<file path="config.mk">
export PLATFORM = sky130hd
export DESIGN_NAME = irq_type_sel
export DESIGN_NICKNAME = d
export VERILOG_FILES = /design/src/rtl/irq_sel_pkg.sv /design/src/rtl/cfg_shadow_pipe.sv /design/src/rtl/irq_edge_det.sv /design/src/rtl/msi_launch.sv /design/src/rtl/intx_msg_fsm.sv /design/src/rtl/irq_type_sel.sv
export SDC_FILE = /design/constraint.sdc
export NUM_CORES = 1
export LEC_CHECK = 0
export BUFFER_PORTS_ARGS = -buffer_cell sky130_fd_sc_hd__buf_2
export CORE_AREA = 2 2 39 41
export DETAILED_ROUTE_END_ITERATION = 10
export DIE_AREA = 0 0 41 43
export GPL_TIMING_DRIVEN = 0
export PLACE_DENSITY = 0.67
export SYNTH_ARGS = -nofsm -noshare
export SYNTH_HDL_FRONTEND = slang
export SYNTH_HIERARCHICAL = 1
export SYNTH_SLANG_ARGS = --single-unit
</file>
<file path="constraint.sdc">
create_clock -name clk -period 1.1 [get_ports clk]
set_input_delay 0.11 -clock clk [delete_from_list [all_inputs] [get_ports clk]]
set_output_delay 0.11 -clock clk [all_outputs]
set_load 0.02 [all_outputs]
</file>
<file path="src/rtl/irq_sel_pkg.sv">
package irq_sel_pkg;

  typedef enum logic [1:0] {
    MODE_LEGACY = 2'd0,
    MODE_MSI    = 2'd1,
    MODE_OFF    = 2'd2
  } irq_mode_e;

  typedef struct packed {
    logic msi_en;
    logic intx_dis;
  } cfg_bits_t;

  // MSI wins; legacy is silenced only when MSI is off and the disable flag is set.
  function automatic irq_mode_e decode_mode(cfg_bits_t c);
    if (c.msi_en)        return MODE_MSI;
    else if (c.intx_dis) return MODE_OFF;
    else                 return MODE_LEGACY;
  endfunction

endpackage

</file>
<file path="src/rtl/cfg_shadow_pipe.sv">
module cfg_shadow_pipe
  import irq_sel_pkg::*;
#(
  parameter int DELAY = 4
) (
  input  logic      clk,
  input  logic      rst_n,
  input  logic      upd,
  input  cfg_bits_t cfg_in,
  output cfg_bits_t cfg_act
);
  localparam int STAGES = (DELAY < 2) ? 1 : DELAY - 1;

  logic      vld [STAGES];
  cfg_bits_t dat [STAGES];

  for (genvar i = 0; i < STAGES; i++) begin : g_stage
    if (i == 0) begin : g_head
      always_ff @(posedge clk or negedge rst_n) begin
        if (!rst_n) begin
          vld[i] <= 1'b0;
          dat[i] <= '0;
        end else begin
          vld[i] <= upd;
          dat[i] <= cfg_in;
        end
      end
    end else begin : g_body
      always_ff @(posedge clk or negedge rst_n) begin
        if (!rst_n) begin
          vld[i] <= 1'b0;
          dat[i] <= '0;
        end else begin
          vld[i] <= vld[i-1];
          dat[i] <= dat[i-1];
        end
      end
    end
  end

  always_ff @(posedge clk or negedge rst_n) begin
    if (!rst_n)                cfg_act <= '0;
    else if (vld[STAGES-1])    cfg_act <= dat[STAGES-1];
  end
endmodule

</file>
<file path="src/rtl/irq_edge_det.sv">
module irq_edge_det (
  input  logic clk,
  input  logic rst_n,
  input  logic src,
  output logic rise,
  output logic fall
);
  logic src_q;

  always_ff @(posedge clk or negedge rst_n) begin
    if (!rst_n) src_q <= 1'b0;
    else        src_q <= src;
  end

  assign rise = src & ~src_q;
  assign fall = ~src & src_q;
endmodule

</file>
<file path="src/rtl/msi_launch.sv">
module msi_launch
  import irq_sel_pkg::*;
(
  input  logic      clk,
  input  logic      rst_n,
  input  logic      rise,
  input  irq_mode_e mode,
  input  logic      ack,
  output logic      req,
  output logic      launch_ev
);
  assign launch_ev = rise && (mode == MODE_MSI) && !req;

  always_ff @(posedge clk or negedge rst_n) begin
    if (!rst_n)         req <= 1'b0;
    else if (launch_ev) req <= 1'b1;
    else if (ack)       req <= 1'b0;
  end
endmodule

</file>
<file path="src/rtl/intx_msg_fsm.sv">
module intx_msg_fsm
  import irq_sel_pkg::*;
(
  input  logic      clk,
  input  logic      rst_n,
  input  logic      src,
  input  logic      rise,
  input  irq_mode_e mode,
  input  logic      ack,
  output logic      req,
  output logic      kind_assert,
  output logic      asserted,
  output logic      assert_ev,
  output logic      deassert_ev
);
  logic legacy;
  logic pend_q;
  logic pend_n;

  assign legacy      = (mode == MODE_LEGACY);
  assign pend_n      = (pend_q | (rise & legacy)) & src & legacy;
  assign assert_ev   = !req && !asserted && pend_n;
  assign deassert_ev = !req && asserted && (!src || !legacy);

  always_ff @(posedge clk or negedge rst_n) begin
    if (!rst_n) begin
      req         <= 1'b0;
      kind_assert <= 1'b0;
      asserted    <= 1'b0;
      pend_q      <= 1'b0;
    end else begin
      pend_q <= pend_n & ~assert_ev;
      if (assert_ev) begin
        req         <= 1'b1;
        kind_assert <= 1'b1;
        asserted    <= 1'b1;
      end else if (deassert_ev) begin
        req         <= 1'b1;
        kind_assert <= 1'b0;
        asserted    <= 1'b0;
      end else if (req && ack) begin
        req <= 1'b0;
      end
    end
  end
endmodule

</file>
<file path="src/rtl/irq_type_sel.sv">
module irq_type_sel
  import irq_sel_pkg::*;
#(
  parameter int CFG_DELAY = 4
) (
  input  logic clk,
  input  logic rst_n,
  input  logic irq_src,
  input  logic cfg_msi_en,
  input  logic cfg_intx_dis,
  input  logic cfg_upd,
  input  logic msi_ack,
  input  logic intx_ack,
  output logic msi_req,
  output logic intx_req,
  output logic intx_assert
);
  cfg_bits_t cfg_in;
  cfg_bits_t cfg_act;
  irq_mode_e act_mode;
  logic      rise_ev;
  logic      fall_ev;
  logic      msi_launch_ev;
  logic      intx_assert_ev;
  logic      intx_deassert_ev;
  logic      intx_on;

  assign cfg_in   = '{msi_en: cfg_msi_en, intx_dis: cfg_intx_dis};
  assign act_mode = decode_mode(cfg_act);

  cfg_shadow_pipe #(.DELAY(CFG_DELAY)) u_shadow (
    .clk(clk), .rst_n(rst_n), .upd(cfg_upd), .cfg_in(cfg_in), .cfg_act(cfg_act)
  );

  irq_edge_det u_edge (
    .clk(clk), .rst_n(rst_n), .src(irq_src), .rise(rise_ev), .fall(fall_ev)
  );

  msi_launch u_msi (
    .clk(clk), .rst_n(rst_n), .rise(rise_ev), .mode(act_mode),
    .ack(msi_ack), .req(msi_req), .launch_ev(msi_launch_ev)
  );

  intx_msg_fsm u_intx (
    .clk(clk), .rst_n(rst_n), .src(irq_src), .rise(rise_ev), .mode(act_mode),
    .ack(intx_ack), .req(intx_req), .kind_assert(intx_assert),
    .asserted(intx_on), .assert_ev(intx_assert_ev), .deassert_ev(intx_deassert_ev)
  );
endmodule

</file>
==> results.cfg <==
[layout]
layout_common_cells = 15 x dfrtp_1, 9 x buf_2, 5 x dlygate4sd3_1
multiInputGateArea_um2 = 141
post-route-util = 0.524
final_common_cell = dfrtp_1
fin_nets = 62
antennaDiodeCount = 0
final_layout_size_suffix_gt1_frac = 0.453
syn2layout_area_growth_pct = 31.3
nFillCells = 128
regArea_um2 = 402

[critical_path]
start_kind = flip-flop
cp.required_ns = 1.27
crit_chain = nor2b_4, nor3b_4, and3b_4, a221o_1
slowest_stage = dfrtp_2
crit_path_max_incr_delay_ns = 0.46
r2r-start = u_shadow/cfg_act[1]
r2r_end = u_intx/req
startpoint = u_shadow/cfg_act[1]
cp_max_fo = 4
crit_end = u_intx/req
cp-end-kind = flip-flop
rrSetupSlack_ns = -0.12
r2r_cells = 4
crit_type = reg2reg
crit_arrival_ns = 1.39

[yosys]
syn_area_um2 = 552
synthesis.nets = 42
syn_area_per_cell_um2 = 16.2
synthesis.yosys.warnings = 6
synth_cells = 34

[floorplanning]
io_pins = 11
die_h_um = 43
num_rows = 14
fp.dieW_um = 41
core_area_um2 = 1380
die-area_um2 = 1760
start_util = 0.399

[outcome]
violations = setup timing
status = complete, but fails checks

[timing]
setup_viol = 2
finalCriticalPeriod_ns = 1.22
max_freq_mhz = 819
slew_violations = 0
grt_setup_unrepaired = yes
worst_slack_ns = -0.121
finalCritPeriodShare = 1.11
fin_skew_ns = 0.00210
finalHoldViolCount = 0
whs_ns = 0.0908
relSlewSlack = 0.762
worst_pin_slew_ns = 0.356

[detailed_routing]
top_layer = met3
routed_wl_um = 777
wl_met1_um = 357
first_pass_iters = 4
drtAntennaViolNets = 0
via_per_inst = 4.42
num_vias = 305
routedWlPerCell_um = 11.3
drc = 0
dr.first_iter.drc_count = 3
wl_met2_um = 383
met3_length_um = 35

[global_routing]
track_usage = 0.107
grt_overflow_total = 0
first_global_vias = 291
grt_pass1_wl_um = 1180
grt_max_degree = 17
antenna_found_initial = 0

[clock_network]
clk_pin_slew_ns = 0.09
htreeDepth = 1
cts_buffer_depth = 2
clock-sinks = 16
cts_root_buf = clkbuf_4
cts_tree = done
clock_latency_ns = 0.27
cts_buffers = 3

[power_and_ir_drop]
clockPowerShare = 0.318
p_comb_frac = 0.122
max-vdd-ir-drop_uv = 838
total_power_mw = 1.17
internal_power_mw = 0.906
p_sw_frac = 0.226
p_leak_nw = 0.351
p_per_area_nw_per_um2 = 1620
seq_power_share = 0.560
p_switching_mw = 0.264

[worst_hold_path]
min_path_type = in2reg
holdPathStages = 3

[place]
gp_congestion = 0.691
dpl_worst_slack_ns = -0.135
io_buffers = 10

[job]
maxCapViolations = 0
[flip-flops by register name, indices dropped and copies added, names as in the netlist]
register and count:
u_edge/src_q 1, u_intx/req 1, u_shadow/vld 3, u_intx/pend_q 1, u_shadow/dat 6, u_msi/req 1
u_shadow/cfg_act 2, u_intx/asserted 1
[power by group through the flow]
stage,Combinational [mW],Sequential [mW],Clock [mW]
2_1_floorplan,0.0643,0.676,0
3_3_place_gp,0.118,0.666,0
3_5_place_dp,0.121,0.668,0
4_1_cts,0.135,0.657,0.387
5_1_grt,0.156,0.665,0.417
6_report,0.143,0.656,0.372
[through the flow]
stage | area [µm²] | setup TNS [ns] | instances
floorplan | 552 | -0.0670 | 34
global placement | 622 | -0.184 | 60
detailed placement | 622 | -0.185 | 60
CTS | 709 | -0.181 | 69
global route | 724 | -0.310 | 69
finish | 724 | -0.161 | 69
[worst max-delay path, delay by kind of cell (launching register included)]
family / cells / cell delay, ns
AOI/OAI and AO/OA: 1 / 0.26
DFF: 1 / 0.46
and+or+nand+nor: 3 / 0.39
[how the worst min path moves through the flow]
stage / start / end / slack, ns
floorplan: rst_n / u_edge/src_q / -0.19
global placement: rst_n / u_shadow/cfg_act[0] / 0.03
detailed placement: rst_n / u_shadow/cfg_act[0] / 0.04
CTS: msi_ack / u_msi/req / 0.08
global route: msi_ack / u_msi/req / 0.11
finish: msi_ack / u_msi/req / 0.09
[layout make-up]
cell class	count	area share
Sequential cell	16	0.554
Inverter	2	0.0104
Clock buffer	4	0.0501
Multi-Input combinational cell	15	0.195
Tap cell	16	0.0276
Buffer	1	0.0155
Timing Repair Buffer	15	0.147
[routing by layer]
metal	vias to the layer above	GRT usage
li1	150	-
met1	146	0.133
met2	9	0.150
met3	0	0.0471
met4	0	0.0600
met5	-	0
[repair_timing]
item / CTS / global route
hold buffers: 5 / 0
hold endpoints to repair: 20 / 0
gates resized for setup: 1 / 4
cloned: 0 / 0
buffers inserted: 0 / 0
setup endpoints to repair: 3 / 5
No activity file was read; power rests on OpenSTA's default activity.
